File: src/rtl/exc_regs_pkg.sv
package exc_regs_pkg;
  localparam int SYS_N    = 16;
  localparam int VEC_W    = 9;
  localparam int OFS_W    = 12;
  localparam int PSLOT_N  = 12;
  localparam int FAULT_N  = 3;

  localparam int EXC_NMI   = 2;
  localparam int EXC_MEM   = 4;
  localparam int EXC_BUS   = 5;
  localparam int EXC_USAGE = 6;
  localparam int EXC_SVC   = 11;
  localparam int EXC_DBG   = 12;
  localparam int EXC_SVCP  = 14;
  localparam int EXC_TICK  = 15;

  localparam logic [15:0] KEY_WRITE = 16'h05FA;
  localparam logic [15:0] KEY_READ  = 16'hFA05;

  localparam logic [OFS_W-1:0] OFS_CTRLST = 12'hD04;
  localparam logic [OFS_W-1:0] OFS_VBASE  = 12'hD08;
  localparam logic [OFS_W-1:0] OFS_KEYRST = 12'hD0C;
  localparam logic [OFS_W-1:0] OFS_PRIO0  = 12'hD18;
  localparam logic [OFS_W-1:0] OFS_PRIO1  = 12'hD1C;
  localparam logic [OFS_W-1:0] OFS_PRIO2  = 12'hD20;
  localparam logic [OFS_W-1:0] OFS_HSTAT  = 12'hD24;
  localparam logic [OFS_W-1:0] OFS_SWTRIG = 12'hF00;

  // Control-state read composition
  function automatic logic [31:0] ctrlst_compose(
    input logic [VEC_W-1:0] act, input logic nested,
    input logic [VEC_W-1:0] pv, input logic ext_any,
    input logic [SYS_N-1:0] pend);
    logic [31:0] r;
    r        = '0;
    r[8:0]   = act;
    r[11]    = (act == '0) || !nested;
    r[20:12] = pv;
    r[22]    = ext_any;
    r[26]    = pend[EXC_TICK];
    r[28]    = pend[EXC_SVCP];
    r[31]    = pend[EXC_NMI];
    return r;
  endfunction

  // Software set mask carried by a control-state write
  function automatic logic [SYS_N-1:0] ctrlst_set(input logic [31:0] w);
    logic [SYS_N-1:0] m;
    m           = '0;
    m[EXC_NMI]  = w[31];
    m[EXC_SVCP] = w[28];
    m[EXC_TICK] = w[26];
    return m;
  endfunction

  // Software clear mask carried by a control-state write
  function automatic logic [SYS_N-1:0] ctrlst_clr(input logic [31:0] w);
    logic [SYS_N-1:0] m;
    m           = '0;
    m[EXC_SVCP] = w[27] && !w[28];
    m[EXC_TICK] = w[25] && !w[26];
    return m;
  endfunction

  // Handler-status read composition
  function automatic logic [31:0] hstat_compose(
    input logic [SYS_N-1:0] pend, input logic [SYS_N-1:0] act,
    input logic [FAULT_N-1:0] en);
    logic [31:0] r;
    r      = '0;
    r[0]   = act[EXC_MEM];
    r[1]   = act[EXC_BUS];
    r[3]   = act[EXC_USAGE];
    r[7]   = act[EXC_SVC];
    r[8]   = act[EXC_DBG];
    r[10]  = act[EXC_SVCP];
    r[11]  = act[EXC_TICK];
    r[12]  = pend[EXC_USAGE];
    r[13]  = pend[EXC_MEM];
    r[14]  = pend[EXC_BUS];
    r[15]  = pend[EXC_SVC];
    r[18:16] = en;
    return r;
  endfunction
endpackage

File: src/rtl/exc_pend_act.sv
module exc_pend_act #(
  parameter int N = 16,
  localparam int IDX_W = $clog2(N)
) (
  input  logic             clk,
  input  logic             rst_n,
  input  logic [N-1:0]     set_req,
  input  logic [N-1:0]     clr_req,
  input  logic             take_valid,
  input  logic [IDX_W-1:0] take_vec,
  input  logic             done_valid,
  input  logic [IDX_W-1:0] done_vec,
  output logic [N-1:0]     pend,
  output logic [N-1:0]     act
);
  logic [N-1:0] take_hit;
  logic [N-1:0] done_hit;
  logic [N-1:0] pend_q;
  logic [N-1:0] act_q;

  for (genvar i = 0; i < N; i++) begin : g_vec
    assign take_hit[i] = take_valid && (take_vec == IDX_W'(i));
    assign done_hit[i] = done_valid && (done_vec == IDX_W'(i));

    always_ff @(posedge clk or negedge rst_n) begin
      if (!rst_n) begin
        pend_q[i] <= 1'b0;
        act_q[i]  <= 1'b0;
      end else begin
        pend_q[i] <= set_req[i] | (pend_q[i] & ~(clr_req[i] | take_hit[i]));
        act_q[i]  <= take_hit[i] | (act_q[i] & ~done_hit[i]);
      end
    end

    p_set_wins_r5: assert property (@(posedge clk) disable iff (!rst_n)
      set_req[i] |=> pend_q[i]);
    p_take_moves_r5: assert property (@(posedge clk) disable iff (!rst_n)
      (take_hit[i] && !set_req[i]) |=> (act_q[i] && !pend_q[i]));
    p_done_clears_r5: assert property (@(posedge clk) disable iff (!rst_n)
      (done_hit[i] && !take_hit[i]) |=> !act_q[i]);
    p_pend_hold_r5: assert property (@(posedge clk) disable iff (!rst_n)
      (!set_req[i] && !clr_req[i] && !take_hit[i]) |=> $stable(pend_q[i]));
  end

  assign pend = pend_q;
  assign act  = act_q;
endmodule

File: src/rtl/exc_prio_bank.sv
module exc_prio_bank #(
  parameter int N_SLOTS = 12,
  parameter int PRIO_W  = 8,
  localparam int WORDS  = N_SLOTS / 4,
  localparam int WSEL_W = (WORDS > 1) ? $clog2(WORDS) : 1,
  localparam int LOW_W  = 8 - PRIO_W
) (
  input  logic                 clk,
  input  logic                 rst_n,
  input  logic                 wr_en,
  input  logic [WSEL_W-1:0]    wr_word,
  input  logic [31:0]          wdata,
  output logic [N_SLOTS*8-1:0] slot_prio
);
  logic [N_SLOTS-1:0] slot_hit;

  for (genvar s = 0; s < N_SLOTS; s++) begin : g_slot
    logic [PRIO_W-1:0] prio_q;
    assign slot_hit[s] = wr_en && (wr_word == WSEL_W'(s / 4));

    always_ff @(posedge clk or negedge rst_n) begin
      if (!rst_n)           prio_q <= '0;
      else if (slot_hit[s]) prio_q <= wdata[(s % 4) * 8 + 7 -: PRIO_W];
    end

    if (LOW_W == 0) begin : g_full
      assign slot_prio[s*8 +: 8] = prio_q;
    end else begin : g_part
      assign slot_prio[s*8 +: 8] = {prio_q, {LOW_W{1'b0}}};
    end

    p_prio_load_r7: assert property (@(posedge clk) disable iff (!rst_n)
      slot_hit[s] |=> slot_prio[s*8 + 7 -: PRIO_W] == $past(wdata[(s % 4) * 8 + 7 -: PRIO_W]));
    p_prio_hold_r7: assert property (@(posedge clk) disable iff (!rst_n)
      !slot_hit[s] |=> $stable(slot_prio[s*8 +: 8]));
  end
endmodule

File: src/rtl/exc_ctl_regs.sv
module exc_ctl_regs #(
  parameter int NUM_EXT = 64,
  localparam logic [9:0] EXT_LIMIT = 10'(NUM_EXT)
) (
  input  logic        clk,
  input  logic        rst_n,
  input  logic        wr_vbase,
  input  logic        wr_keyrst,
  input  logic        wr_swtrig,
  input  logic [31:0] wdata,
  output logic [31:0] vtor,
  output logic        trig_valid,
  output logic [8:0]  trig_irq,
  output logic        reset_req
);
  import exc_regs_pkg::*;

  logic        trig_ok;
  logic        key_ok;
  logic        rst_hit;
  logic [31:0] vtor_q;

  assign trig_ok = wr_swtrig && ({1'b0, wdata[8:0]} < EXT_LIMIT);
  assign key_ok  = (wdata[31:16] == KEY_WRITE);
  assign rst_hit = wr_keyrst && key_ok && (wdata[2] || wdata[0]);

  always_ff @(posedge clk or negedge rst_n) begin
    if (!rst_n) begin
      vtor_q     <= '0;
      trig_valid <= 1'b0;
      trig_irq   <= '0;
      reset_req  <= 1'b0;
    end else begin
      if (wr_vbase) vtor_q <= {wdata[31:7], 7'b0};
      trig_valid <= trig_ok;
      if (trig_ok) trig_irq <= wdata[8:0];
      reset_req  <= rst_hit;
    end
  end

  assign vtor = vtor_q;

  p_vbase_load_r10: assert property (@(posedge clk) disable iff (!rst_n)
    wr_vbase |=> (vtor[31:7] == $past(wdata[31:7])) && (vtor[6:0] == 7'b0));
  p_vbase_hold_r10: assert property (@(posedge clk) disable iff (!rst_n)
    !wr_vbase |=> $stable(vtor));
  p_trig_range_r8: assert property (@(posedge clk) disable iff (!rst_n)
    trig_valid |-> ({1'b0, trig_irq} < EXT_LIMIT));
  p_trig_pulse_r8: assert property (@(posedge clk) disable iff (!rst_n)
    (trig_valid && !wr_swtrig) |=> !trig_valid);
  p_key_guard_r9: assert property (@(posedge clk) disable iff (!rst_n)
    (wr_keyrst && (wdata[31:16] != KEY_WRITE)) |=> !reset_req);
endmodule

File: src/rtl/exc_status_regs.sv
module exc_status_regs #(
  parameter int NUM_EXT = 64,
  parameter int PRIO_W  = 8
) (
  input  logic               clk,
  input  logic               rst_n,
  input  logic               bus_wr,
  input  logic [11:0]        bus_addr,
  input  logic [31:0]        bus_wdata,
  output logic [31:0]        bus_rdata,
  input  logic [8:0]         act_vec,
  input  logic               act_nested,
  input  logic [8:0]         pend_vec,
  input  logic [NUM_EXT-1:0] ext_pend,
  input  logic [15:0]        hw_set_pend,
  input  logic               take_valid,
  input  logic [3:0]         take_vec,
  input  logic               done_valid,
  input  logic [3:0]         done_vec,
  output logic [15:0]        sys_pend,
  output logic [15:0]        sys_act,
  output logic [2:0]         fault_en,
  output logic [95:0]        sys_prio,
  output logic [31:0]        vtor,
  output logic               trig_valid,
  output logic [8:0]         trig_irq,
  output logic               reset_req
);
  import exc_regs_pkg::*;

  localparam int WORDS = PSLOT_N / 4;

  // Write decode, brought out as named events
  logic wr_ctrlst, wr_vbase, wr_keyrst, wr_hstat, wr_swtrig, wr_prio;
  logic [1:0] prio_word;

  assign wr_ctrlst = bus_wr && (bus_addr == OFS_CTRLST);
  assign wr_vbase  = bus_wr && (bus_addr == OFS_VBASE);
  assign wr_keyrst = bus_wr && (bus_addr == OFS_KEYRST);
  assign wr_hstat  = bus_wr && (bus_addr == OFS_HSTAT);
  assign wr_swtrig = bus_wr && (bus_addr == OFS_SWTRIG);

  always_comb begin
    wr_prio   = 1'b0;
    prio_word = 2'd0;
    unique case (bus_addr)
      OFS_PRIO0: begin wr_prio = bus_wr; prio_word = 2'd0; end
      OFS_PRIO1: begin wr_prio = bus_wr; prio_word = 2'd1; end
      OFS_PRIO2: begin wr_prio = bus_wr; prio_word = 2'd2; end
      default: ;
    endcase
  end

  logic [SYS_N-1:0] sw_set, sw_clr, set_req;
  assign sw_set  = wr_ctrlst ? ctrlst_set(bus_wdata) : '0;
  assign sw_clr  = wr_ctrlst ? ctrlst_clr(bus_wdata) : '0;
  assign set_req = hw_set_pend | sw_set;

  exc_pend_act #(.N(SYS_N)) u_state (
    .clk(clk), .rst_n(rst_n),
    .set_req(set_req), .clr_req(sw_clr),
    .take_valid(take_valid), .take_vec(take_vec),
    .done_valid(done_valid), .done_vec(done_vec),
    .pend(sys_pend), .act(sys_act)
  );

  exc_prio_bank #(.N_SLOTS(PSLOT_N), .PRIO_W(PRIO_W)) u_prio (
    .clk(clk), .rst_n(rst_n),
    .wr_en(wr_prio), .wr_word(prio_word), .wdata(bus_wdata),
    .slot_prio(sys_prio)
  );

  exc_ctl_regs #(.NUM_EXT(NUM_EXT)) u_ctl (
    .clk(clk), .rst_n(rst_n),
    .wr_vbase(wr_vbase), .wr_keyrst(wr_keyrst), .wr_swtrig(wr_swtrig),
    .wdata(bus_wdata),
    .vtor(vtor), .trig_valid(trig_valid), .trig_irq(trig_irq),
    .reset_req(reset_req)
  );

  logic [FAULT_N-1:0] fault_en_q;
  always_ff @(posedge clk or negedge rst_n) begin
    if (!rst_n)        fault_en_q <= '0;
    else if (wr_hstat) fault_en_q <= bus_wdata[18:16];
  end
  assign fault_en = fault_en_q;

  // Read path
  logic [31:0] prio_rd [WORDS];
  for (genvar w = 0; w < WORDS; w++) begin : g_rword
    assign prio_rd[w] = sys_prio[w*32 +: 32];
  end

  logic ext_any;
  assign ext_any = |ext_pend;

  always_comb begin
    unique case (bus_addr)
      OFS_CTRLST: bus_rdata = ctrlst_compose(act_vec, act_nested, pend_vec, ext_any, sys_pend);
      OFS_VBASE:  bus_rdata = vtor;
      OFS_KEYRST: bus_rdata = {KEY_READ, 16'h0000};
      OFS_PRIO0:  bus_rdata = prio_rd[0];
      OFS_PRIO1:  bus_rdata = prio_rd[1];
      OFS_PRIO2:  bus_rdata = prio_rd[2];
      OFS_HSTAT:  bus_rdata = hstat_compose(sys_pend, sys_act, fault_en_q);
      default:    bus_rdata = '0;
    endcase
  end

  logic addr_mapped;
  assign addr_mapped = (bus_addr == OFS_CTRLST) || (bus_addr == OFS_VBASE) ||
                       (bus_addr == OFS_KEYRST) || (bus_addr == OFS_PRIO0) ||
                       (bus_addr == OFS_PRIO1)  || (bus_addr == OFS_PRIO2) ||
                       (bus_addr == OFS_HSTAT);

  p_idle_shape_r2: assert property (@(posedge clk) disable iff (!rst_n)
    (bus_addr == OFS_CTRLST && act_vec == '0) |-> (bus_rdata[8:0] == '0 && bus_rdata[11]));
  p_key_read_r9: assert property (@(posedge clk) disable iff (!rst_n)
    (bus_addr == OFS_KEYRST) |-> (bus_rdata == 32'hFA05_0000));
  p_unmapped_r11: assert property (@(posedge clk) disable iff (!rst_n)
    !addr_mapped |-> (bus_rdata == '0));
  p_en_write_r6: assert property (@(posedge clk) disable iff (!rst_n)
    wr_hstat |=> (fault_en == $past(bus_wdata[18:16])));
  p_en_hold_r6: assert property (@(posedge clk) disable iff (!rst_n)
    !wr_hstat |=> $stable(fault_en));
endmodule

File: config.mk
export PLATFORM = sky130hd
export DESIGN_NAME = exc_status_regs
export DESIGN_NICKNAME = d
export VERILOG_FILES = /design/src/rtl/exc_regs_pkg.sv /design/src/rtl/exc_pend_act.sv /design/src/rtl/exc_prio_bank.sv /design/src/rtl/exc_ctl_regs.sv /design/src/rtl/exc_status_regs.sv
export SDC_FILE = /design/constraint.sdc
export NUM_CORES = 1
export LEC_CHECK = 0
export BUFFER_PORTS_ARGS = -buffer_cell sky130_fd_sc_hd__buf_2
export CORE_ASPECT_RATIO = 1.25
export CORE_MARGIN = 1
export CORE_UTILIZATION = 30
export DETAILED_ROUTE_END_ITERATION = 12
export PLACE_DENSITY = 0.58
export RECOVER_POWER = 50
export SLEW_MARGIN = 20
export SYNTH_ARGS = -nofsm -noshare
export SYNTH_HDL_FRONTEND = slang
export SYNTH_SLANG_ARGS = --single-unit
File: constraint.sdc
create_clock -name clk -period 1.9 [get_ports clk]
set_input_delay 0.095 -clock clk [delete_from_list [all_inputs] [get_ports clk]]
set_output_delay 0.095 -clock clk [all_outputs]
set_load 0.1 [all_outputs]
# Word level (Yosys, flattened, before mapping)
# Cells that the tools add are included.
[word_totals]
reg_bits = 167
latchBits = 0
ramBits = 0
romBits = 0
in_bits = 156
memories = 0
[classes]
addsub = 0
mul = 0
n_div = 0
magnitude_cmp = 1
n_eq_ne = 41
shifts = 0
mux = 5
bitwise_logic = 113
reduce_logical = 56
[op_table]
columns = ["cell", "n"]
rows = [
  ["one-hot mux 32 bit (7 select lines)", 1],
  ["equality test 12 bit (second input constant)", 8],
  ["equality test 4 bit (second input constant)", 16],
  ["OR reduction 64 bit", 1],
  ["bitwise OR 1 bit", 48],
  ["logical AND 1 bit", 45],
  ["bitwise AND 1 bit", 32],
  ["equality test 4 x 3 -> 1 bit (second input constant)", 8],
  ["2-to-1 mux 16 bit", 2],
  ["NOT 1 bit", 32],
  ["equality test 16 x 11 -> 1 bit (second input constant)", 1],
  ["equality test 4 x 2 -> 1 bit (second input constant)", 4],
  ["bitwise OR 16 bit", 1],
  ["zero test 9 bit", 1],
  ["< comparator 9 x 7 -> 1 bit (second input constant)", 1],
  ["equality test 4 x 1 -> 1 bit (second input constant)", 2],
  ["zero test 4 bit", 2],
  ["one-hot mux 2 bit (2 select lines)", 1],
  ["zero test 1 bit", 3],
  ["OR reduction 3 bit", 1],
  ["equality test 2 x 1 -> 1 bit (second input constant)", 1],
  ["equality test 2 bit (second input constant)", 1],
  ["zero test 2 bit", 1],
  ["logical OR 1 bit", 2],
  ["2-to-1 mux 1 bit", 1],
]

# Logic depth before layout (Yosys ltp)
# Gate-level depths: netlist of run 1.
[depth]
depth_word = 7
mapped_depth = 8
mapped_depth_nobuf = 4

# By module
# A second synthesis of run 1 with hierarchy kept.
[hier_totals]
hier_cells = 670
area_unflattened_um2 = 8195.4
[modules_own_cells]
columns = ["mod", "instances", "cells_each", "area_per_inst_um2", "seq_area_each_um2"]
rows = [
  ["exc_prio_bank", 1, 204, 3626.0, 2402.3],
  ["exc_status_regs", 1, 241, 1760.4, 75.1],
  ["exc_ctl_regs", 1, 90, 1427.6, 900.9],
  ["exc_pend_act", 1, 135, 1381.3, 800.8],
]

# Worst setup path before layout of run 1
# No wires, ideal clock.
[synth_timing]
kind = "register -> output"
start = "reg u_ctl.vtor_q[28] (netlist: u_ctl.vtor[28])"
end = "out bus_rdata[28]"
arrival_time_ns = 2.488
required_ns = 1.805
slack_ns = -0.683
stages_incl_launch_ff = 3
n_path_buf = 0
cell_sequence = "dfrtp_1 > nor2_1 > o211ai_1"
[synth_between]
elab_chain_cells = 1
[synth_rtl]
columns = ["element", "line", "source"]
rows = [
  ["from (decl)", "exc_ctl_regs.sv:21", "logic [31:0] vtor_q;"],
  ["from (signal assigned)", "exc_ctl_regs.sv:34", "if (wr_vbase) vtor_q <= {wdata[31:7], 7'b0};"],
  ["one-hot mux 32 bit (7 select lines)", "exc_status_regs.sv:98", "unique case (bus_addr)"],
  ["to (decl)", "exc_status_regs.sv:10", "output logic [31:0] bus_rdata,"],
]
# Every way passes these cells.

# Final worst setup path of run 1
[layout_timing]
start = "in ext_pend[38]"
end = "out bus_rdata[22]"
[layout_between]
elab_chain_cells = 2
[layout_rtl]
columns = ["element", "line", "source"]
rows = [
  ["from (decl)", "exc_status_regs.sv:14", "input logic [NUM_EXT-1:0] ext_pend,"],
  ["OR reduction 64 bit", "exc_status_regs.sv:95", "assign ext_any = |ext_pend;"],
  ["one-hot mux 32 bit (7 select lines)", "exc_status_regs.sv:98", ""],
]
# Every way passes these cells.

==> metrics.cfg, run 1 <==
[pwr]
p_sw_frac = 0.3017
irDropWorstVdd_v = 0.0006250
leakage_nw = 6.368
pwr-share-comb = 0.174
intPower_mw = 6.298
p_clk_frac = 0.413
powerDensity_nw_per_um2 = 721.6
p_switching_mw = 2.721
p_seq_frac = 0.413

[placed_design]
gp_congestion = 0.8436
numPortBuffers = 354
dp.cells = 1342
dp_hpwl_microns = 23990

[sta]
period_needed_ns = 1.875
fin_tns_setup_ns = 0
fmax_ghz = 0.5335
setup_viol = 0
clock_skew_ns = 0
rsz0062_at_grt = yes
holdWs_ns = 0.009195
slew_viol_final = 0
relSlewSlack = 0.2132
hold_viol = 0
tightest_slew_ns = 1.180
period_share = 0.9866

[clocking]
path_clk_slew_ns = 0.06
clock_latency_ns = 0.42
cts_inserted_buffers = 17
cts_sinks = 167
clk_path_buf_depth = 2
cts_tree = yes
cts_root_buf = clkbuf_16
htreeDepth = 4

[layout]
area_growth_pct = 60.90
drive_gt1_frac = 0.5635
instances_no_fill = 1446
final_util = 0.4926
fin_nets = 1246

[route]
ant_nets = 0
wirelength_microns = 31720
routed_via_density = 5.046
drt-pass1-iter-count = 5
drc = 0
drt-wirelength-per-cell_microns = 21.93
num_vias = 7296
drtIter0Drc = 278

[synthesis]
netlist_area_sq_um = 7767
synth.avg_cell_area_sq_um = 12.59
synth-warning-count = 0
synthArstFlopShare = 1.000
yosysMostFrequentCell = dfrtp_1
ys_seq_elements = 167
synth_area_leaders = dfrtp_1 54%, mux2_2 15%, mux2_1 4.3%
synth_top_area_share = 0.5380
synthFlopType = dfrtp_1
synth_seq_area_share = 0.5380
netlist_instances = 617
synthTopCellsByCount = 167 x dfrtp_1, 103 x mux2_2, 53 x nand2_1
synth_top_area_cell = dfrtp_1
synth_cell_type_count = 56
synth-edff-count = 0

[critical_path]
startpoint = ext_pend[38]
crit_path_end_kind = output port
crit_path_top_delay_cell = or4_4
worstPathRequired_ns = 1.80
crit_fanout = 1
cpLargestDelayFamily = simple AND/OR/NAND/NOR gates
cp.arrival_ns = 1.78
critPathKind = in -> out
reg2reg_from = u_state.pend[14]$_DFF_PN0_
start_kind = input pin
cp_num_buf_inv = 2
cp_slowest_stage_delay_ns = 0.56
crit_chain = buf_2, nor4_1, nand4_1, or4_4, a221o_2, buf_12

[floorplanning]
die_h_microns = 181.9
core_sq_um = 25370
die_width_microns = 145.9
rows = 65
ios = 362
dieArea_sq_um = 26540
start_util = 0.3061

[global_routing]
overflow = 0
grt_pass1_vias = 7597
antenna_found_initial = 10
grtUsageTotal = 0.2375
grt_pass1_wl_microns = 46240
grt_max_degree = 57

[worst_hold_path]
hold_path.startpoint = bus_wdata[16]
min_path_type = in -> reg

[outcome]
status = finished clean

[flow_run]
drv_cap = 0

flip-flops by register name (all words and copies together), names as in the netlist:
name,count
u_prio.g_slot.prio_q,96
u_ctl.vtor,25
u_state.act,16
u_state.pend,16
u_ctl.trig_irq,9
fault_en,3
u_ctl.reset_req,1
u_ctl.trig_valid,1
final cells by class:
type | count | area [sq um]
Inverter | 2 | 7.507
Clock buffer | 20 | 456.7
Timing Repair Buffer | 484 | 3553
Sequential cell | 167 | 4190
Tap cell | 335 | 419.2
Antenna cell | 9 | 22.52
Clock inverter | 11 | 172.7
Multi-Input combinational cell | 418 | 3676
Fill cell | 2360 | 12880
per-layer routing:
metal,vias up,track usage,routed length [microns]
met3,48,0.05101,1693
li1,3304,-,-
met5,-,0,12
met2,293,0.4341,16600
met4,2,0.1015,916
met1,3649,0.2641,12490
metrics by stage:
stage                     setup slack, ns  instance area [sq um]  power (mW)
final                             0.02542                  12500       9.019
after global routing             -0.03232                  12500       9.310
after CTS                        -0.01660                  12370       9.102
after detailed placement         -0.05353                  11120       5.263
after global placement           -0.03781                  11120       5.257
after floorplan                   -0.3495                   7969       4.710
power by group through the flow:
stage / Sequential, mW / Clock [mW] / Combinational (mW)
global route: 3.73 / 3.94 / 1.64
global placement: 3.79 / 0 / 1.47
detailed placement: 3.79 / 0 / 1.48
floorplan: 4.47 / 0 / 0.240
finish: 3.72 / 3.73 / 1.57
CTS: 3.72 / 3.81 / 1.57
cell families after synthesis:
family | share of synthesized area
AO/OA/AOI/OAI | 0.1139
buffers and inverters | 0.02755
flip-flops | 0.5380
multiplexers | 0.2044
other | 0.0004828
AND/OR/NAND/NOR | 0.1157
layout by cell type, fill, tap and decap left out, types with 4 or more instances in the layout:
cell	synthesis	layout
nor2_1	13	13
nor2b_1	5	5
buf_4	7	50
mux2i_1	9	8
nor4_4	2	4
conb_1	1	7
buf_6	3	8
nand3_1	21	18
a22oi_1	16	15
o2bb2ai_1	15	12
buf_2	18	313
o22ai_1	4	4
nor4_1	19	18
dlygate4sd3_1	0	55
diode_2	0	9
dfrtp_1	167	162
clkbuf_2	0	10
a21oi_1	5	5
a221o_4	0	4
clkinvlp_4	0	4
mux2_2	103	103
nand4_1	6	6
bufinv_16	0	4
nand3b_1	4	4
a221o_2	0	12
clkbuf_16	0	19
nand2_1	53	45
a222oi_1	7	7
mux2_1	30	30
a21o_1	13	13
nand2_4	0	8
buf_12	0	42
o21ai_0	18	18
worst paths after layout:
path	depth (start not counted)	to	slack (ns)
worst max-delay path	6	bus_rdata[22]	0.03
worst min-delay path	2	u_prio.g_slot[6].prio_q[0]$_DFFE_PN0P_	0.009
worst max register to register	5	u_state.pend[14]$_DFF_PN0_	0.12
worst min register to register	1	u_state.pend[12]$_DFF_PN0_	0.48
max in group asynchronous	3	u_ctl.vtor[28]$_DFFE_PN0P_	0.29
min in group asynchronous	2	u_ctl.trig_irq[7]$_DFFE_PN0P_	0.43
repair_timing:
item                                   in CTS  in global routing
endpoints found under the hold margin     190                  0
setup buffers                               4                  4
hold buffers                               55                  0
resized for setup                           8                 22
pin swaps                                   2                 11
setup endpoints to repair                  20                 28
gates cloned                                0                  1
No activity file was read; power rests on OpenSTA's default activity.
==> run 2, diff against run 1 <==
==> constraint.sdc (replaced) <==
create_clock -name clk -period 1.87 [get_ports clk]
set_input_delay 0.0935 -clock clk [delete_from_list [all_inputs] [get_ports clk]]
set_output_delay 0.0935 -clock clk [all_outputs]
set_load 0.1 [all_outputs]
==> run 2 against run 1 <==
Net effect:
- the run now ends with negative setup slack left
- non-clock buffer count rose by 9
- clock power up 3%
- clock skew did not move
- combinational power is 3% higher
- final area is 1.0% higher
- first-iteration DRC count fell by 0.36%
- critical path depth stayed put
- critical endpoint unchanged
==> metrics.cfg, run 2 (synthesized netlist as in run 1, its figures left out) <==
[pwr]
finalPower_mw = 9.253
irDropWorstVdd_v = 0.0006642
leakage_nw = 6.420
powerDensity_nw_per_um2 = 733.0

[route]
num_vias = 7461
drt-wirelength-per-cell_microns = 22.33
routed_via_density = 5.149
ant_nets = 0
drc = 0
drtIter0Drc = 277
drt-pass1-iter-count = 6
wirelength_microns = 32360

[global_routing]
grt_pass1_wl_microns = 47300
grt_pass1_vias = 7721
grt_max_degree = 50
grtUsageTotal = 0.2430
overflow = 0
antenna_found_initial = 2

[critical_path]
critPathKind = in -> out
crit_fanout = 1
crit_path_end_kind = output port
start_kind = input pin
cp.arrival_ns = 1.78
worstPathRequired_ns = 1.78

[floorplanning]
start_util = 0.3061
ios = 362
core_sq_um = 25370
rows = 65
die_width_microns = 145.9
dieArea_sq_um = 26540
die_h_microns = 181.9

[sta]
relSlewSlack = 0.05397
tightest_slew_ns = 1.419
finalWorstSetupSlack_ns = -0.004423
holdWs_ns = 0.01003
fmax_ghz = 0.5335
clock_skew_ns = 0
period_share = 1.002
hold_viol = 0
setup_viol = 1
rsz0062_at_grt = yes
period_needed_ns = 1.874
slew_viol_final = 0
fin_tns_setup_ns = -0.004423

[layout]
area_growth_pct = 62.52
mostFrequentLayoutCell = buf_2
drive_gt1_frac = 0.5647
fin_nets = 1255
layout_common_cells = 286 x buf_2, 159 x dfrtp_1, 103 x mux2_2
largest_reg_flops = 96
fillerInstances = 2280
top_register = u_prio.g_slot.prio_q

[clocking]
cts_inserted_buffers = 17
clk_path_buf_depth = 2
clock_latency_ns = 0.43
htreeDepth = 4
cts_sinks = 167
path_clk_slew_ns = 0.07
cts_tree = yes
cts_root_buf = clkbuf_16

[outcome]
violations = negative setup slack
status = complete, but fails checks

[placed_design]
gp_congestion = 0.8388
numPortBuffers = 354
dp_hpwl_microns = 24410

[flow_run]
drv_cap = 0

[worst_hold_path]
min_path_type = in -> reg

run 2: path summary, 6_finish.rpt:
path                                                     endpoint                       from  cells after the start  slack, ns
min                        u_prio.g_slot[6].prio_q[0]$_DFFE_PN0P_              bus_wdata[16]                      2       0.01
min reg2reg                             u_state.pend[9]$_DFF_PN0_  u_state.pend[9]$_DFF_PN0_                      1       0.48
min in group asynchronous               u_state.pend[3]$_DFF_PN0_                      rst_n                      2       0.53
max                                                 bus_rdata[22]               ext_pend[24]                      6     -0.004
max reg2reg                             u_state.act[14]$_DFF_PN0_  u_state.act[14]$_DFF_PN0_                      3       0.55
max in group asynchronous  u_prio.g_slot[1].prio_q[7]$_DFFE_PN0P_                      rst_n                      3       0.29
run 2: final cells by class:
type	instances	area, sq um	share of cell area
Clock buffer	17	425.4	0.03370
Sequential cell	167	4194	0.3322
Antenna cell	2	5.005	0.0003965
Tap cell	335	419.2	0.03320
Inverter	2	7.507	0.0005947
Multi-Input combinational cell	418	3710	0.2939
Clock inverter	15	217.7	0.01725
Timing Repair Buffer	493	3645	0.2887
run 2: power breakdown:
part	total, mW	internal [mW]	switching (mW)
sequential	3.79	3.71	0.0805
combinational	1.62	0.407	1.21
clock	3.85	2.27	1.57
run 2: per-layer routing:
metal  global-route usage  vias to the layer above  wire length [microns]
met3              0.05955                       56                   2189
met2               0.4425                      344                  17000
met1               0.2699                     3737                  12190
li1                     -                     3324                      -
met5                    0                        -                      0
met4              0.09600                        0                    975
run 2: critical path, cell delays in order:
cell and delay, ns:
buf_2 0.12, nor4_1 0.32, nand4_1 0.20, or4_4 0.51, a221o_2 0.37, buf_12 0.17
run 2: repair_timing:
item                       in CTS  in global routing
hold endpoints to repair      190                  0
setup endpoints to repair       5                 20
gates resized for setup         5                 33
gates cloned                    0                  1
hold buffers                   59                  0
setup buffers                   1                 12
pin swaps                       2                  8
run 2: through the flow:
step                  util  setup WS, ns  instances  cell area (sq um)
global placement    0.4397      -0.07275       1342              11160
detailed placement  0.4397      -0.09984       1342              11160
floorplan                -       -0.3780        623               8001
finish              0.4975     -0.004423       1449              12620
global route        0.4975      -0.07886       1449              12620
CTS                 0.4898     0.0005329       1434              12430
==> run 3, diff against run 2 <==
--- a/config.mk
+++ b/config.mk
@@ -10,9 +10,10 @@
 export CORE_MARGIN = 1
 export CORE_UTILIZATION = 30
 export DETAILED_ROUTE_END_ITERATION = 12
-export PLACE_DENSITY = 0.58
+export MAX_ROUTING_LAYER = met4
+export PLACE_DENSITY = 0.57
 export RECOVER_POWER = 50
-export SLEW_MARGIN = 20
 export SYNTH_ARGS = -nofsm -noshare
 export SYNTH_HDL_FRONTEND = slang
+export SYNTH_HIERARCHICAL = 1
 export SYNTH_SLANG_ARGS = --single-unit
==> run 3 against run 2 <==
Net effect:
- the flow still finishes with violations (negative setup slack)
- combinational power grew 10%
- first-iteration DRC count up 13%
- final cell count is 4.1% higher
- count of clock-buffer cells in the layout is 4 higher
- critical endpoint is now bus_rdata[16]
==> metrics.cfg, run 3 <==
[clocking]
path_clk_slew_ns = 0.07
cts_tree = yes
cts_sinks = 167
cts_root_buf = clkbuf_16
cts_inserted_buffers = 17
htreeDepth = 4
clock_latency_ns = 0.43
clk_path_buf_depth = 2

[synthesis]
netlist_instances = 670
synth_top_family_by_area = multiplexers
synth_compound_area_frac = 0.09252
synth_seq_area_share = 0.5099
synth_area_leaders = dfrtp_1 51%, mux2_2 19%, nand3_1 2.6%
synth.avg_cell_area_sq_um = 12.23
netlist_area_sq_um = 8195
synth-simple-area-share = 0.1270
yosysMostFrequentCell = dfrtp_1
ys_seq_elements = 167
synth_top_area_cell = dfrtp_1
synth_top_area_share = 0.5099
synthAdderAreaFrac = 0
synth-edff-count = 0
synthArstFlopShare = 1.000
synthFlopType = dfrtp_1
synth-warning-count = 6
synth_cell_type_count = 57
synthTopCellsByCount = 167 x dfrtp_1, 140 x mux2_2, 42 x nand3_1
synthMuxAreaShare = 0.2237
synth_xor_area_frac = 0

[layout]
instances_no_fill = 1509
layout_common_cells = 253 x buf_2, 125 x dfrtp_1, 108 x mux2_2
largest_reg_flops = 96
area_growth_pct = 59.63
fillerInstances = 2465
drive_gt1_frac = 0.6174
top_register = u_prio/g_slot.prio_q
fin_nets = 1301
mostFrequentLayoutCell = buf_2

[pwr]
p_clk_frac = 0.397
p_seq_frac = 0.411
intPower_mw = 6.329
irDropWorstVdd_v = 0.0006412
powerDensity_nw_per_um2 = 712.9
p_switching_mw = 2.998
pwr-share-comb = 0.192
p_sw_frac = 0.3215
leakage_nw = 6.411

[global_routing]
antenna_found_initial = 6
grt_max_degree = 53
overflow = 0
grt_pass1_wl_microns = 50920
grtUsageTotal = 0.2598
grt_pass1_vias = 7898

[floorplanning]
die_h_microns = 186.8
rows = 67
ios = 362
die_width_microns = 149.8
core_sq_um = 26830
dieArea_sq_um = 27990
start_util = 0.3055

[route]
drc = 0
routed_via_density = 5.103
drtIter0Drc = 314
drt-pass1-iter-count = 5
wirelength_microns = 34800
ant_nets = 0
drt-wirelength-per-cell_microns = 23.06
num_vias = 7700

[sta]
finalWorstSetupSlack_ns = -0.09368
fmax_ghz = 0.5092
tightest_slew_ns = 1.280
rsz0062_at_grt = yes
holdWs_ns = 0.03077
period_share = 1.050
relSlewSlack = 0.1465
slew_viol_final = 0
period_needed_ns = 1.964
hold_viol = 0
setup_viol = 5
clock_skew_ns = 0

[critical_path]
worstPathRequired_ns = 1.78
start_kind = register
ff2ff_path_depth = 3
crit_path_end_kind = output port
ff2ff_setup_slack_ns = 0.82
critPathKind = reg -> out
crit_fanout = 2
cp.arrival_ns = 1.87

[outcome]
violations = negative setup slack
status = complete, but fails checks

[placed_design]
dp_hpwl_microns = 26540
gp_congestion = 0.9256
pre_cts_slack_ns = -0.3560
dp.cells = 1407
numPortBuffers = 354

[worst_hold_path]
hold_path_depth = 3
min_path_type = in -> reg

[flow_run]
drv_cap = 0

==> run 3: changes by cell type in the layout (fill, tap and decap cells not counted), moves of 11 or more <==
cell | previous run | this run
clkbuf_2 | 32 | 67
dfrtp_1 | 159 | 125
mux2_4 | 0 | 34
buf_2 | 286 | 253
dfrtp_2 | 6 | 35
mux2_1 | 30 | 3
nand3_1 | 18 | 38
a31o_2 | 0 | 15
inv_1 | 2 | 17
conb_1 | 7 | 21
a21o_1 | 13 | 0
o2bb2ai_1 | 12 | 0
mux2i_1 | 9 | 20
==> run 3: cell type report <==
type	instances	area (sq um)	share of cell area
inverter	18	68.82	0.005260
clock buffer	21	460.4	0.03520
multi-input combinational	458	4128	0.3155
sequential	167	4249	0.3248
timing repair buffer	483	3582	0.2738
clock inverter	11	147.6	0.01129
antenna	6	15.01	0.001148
tap	345	431.7	0.03300
==> run 3: worst paths after layout <==
kind,startpoint,to
max,u_prio/g_slot[2].prio_q[0]$_DFFE_PN0P_,bus_rdata[16]
min,take_vec[1],u_state/act[6]$_DFF_PN0_
max reg2reg,u_prio/g_slot[2].prio_q[0]$_DFFE_PN0P_,u_prio/g_slot[2].prio_q[0]$_DFFE_PN0P_
min reg2reg,u_ctl/trig_irq[6]$_DFFE_PN0P_,u_ctl/trig_irq[6]$_DFFE_PN0P_
max in group asynchronous,rst_n,u_prio/g_slot[5].prio_q[3]$_DFFE_PN0P_
min in group asynchronous,rst_n,u_state/pend[12]$_DFF_PN0_
==> run 3: per-stage QoR <==
| stage | total power [mW] | cell area, sq um | util | TNS [ns] |
|---|---|---|---|---|
| finish | 9.327 | 13080 | 0.4877 | -0.2614 |
| global route | 9.661 | 13080 | 0.4877 | -1.003 |
| CTS | 9.410 | 12940 | 0.4822 | -0.2827 |
| detailed placement | 5.591 | 11700 | 0.4362 | -29.38 |
| global placement | 5.588 | 11700 | 0.4362 | -27.02 |
| floorplan | 4.999 | 8686 | - | -15.23 |
==> run 3: logic make-up (layout without fill, tap and decap cells) <==
group           after synthesis  after routing
mux                         165            165
flops                       167            167
buf+inv                      64            533
simple gates                174            174
other cells                   2             27
compound gates               98             98
==> run 3: layer usage <==
metal  GRT usage  vias to the layer above  routed length, microns
li1            -                     3474                       -
met1      0.2915                     3836                   13520
met3     0.06088                       42                    2189
met5           -                        -                       0
met2      0.4423                      348                   18180
met4     0.09868                        0                     911
==> run 3: timing repair <==
| action | in CTS | in global routing |
|---|---|---|
| setup endpoints to repair | 25 | 28 |
| endpoints found under the hold margin | 172 | 1 |
| pin swaps | 12 | 11 |
| buffers inserted | 7 | 7 |
| hold buffers | 49 | 1 |
| gates resized for setup | 19 | 22 |
==> run 3: worst max-delay path, stage by stage, from the launching register on <==
cell and delay, ns:
dfrtp_2 0.41, mux2_4 0.27, a22o_1 0.20, a221o_2 0.37, buf_12 0.18
==> run 3: power groups by stage <==
stage	logic [mW]	clock network [mW]	registers, mW
floorplan	0.317	0	4.68
global placement	1.69	0	3.90
detailed placement	1.70	0	3.89
CTS	1.79	3.79	3.83
global route	1.88	3.94	3.84
finish	1.79	3.70	3.83
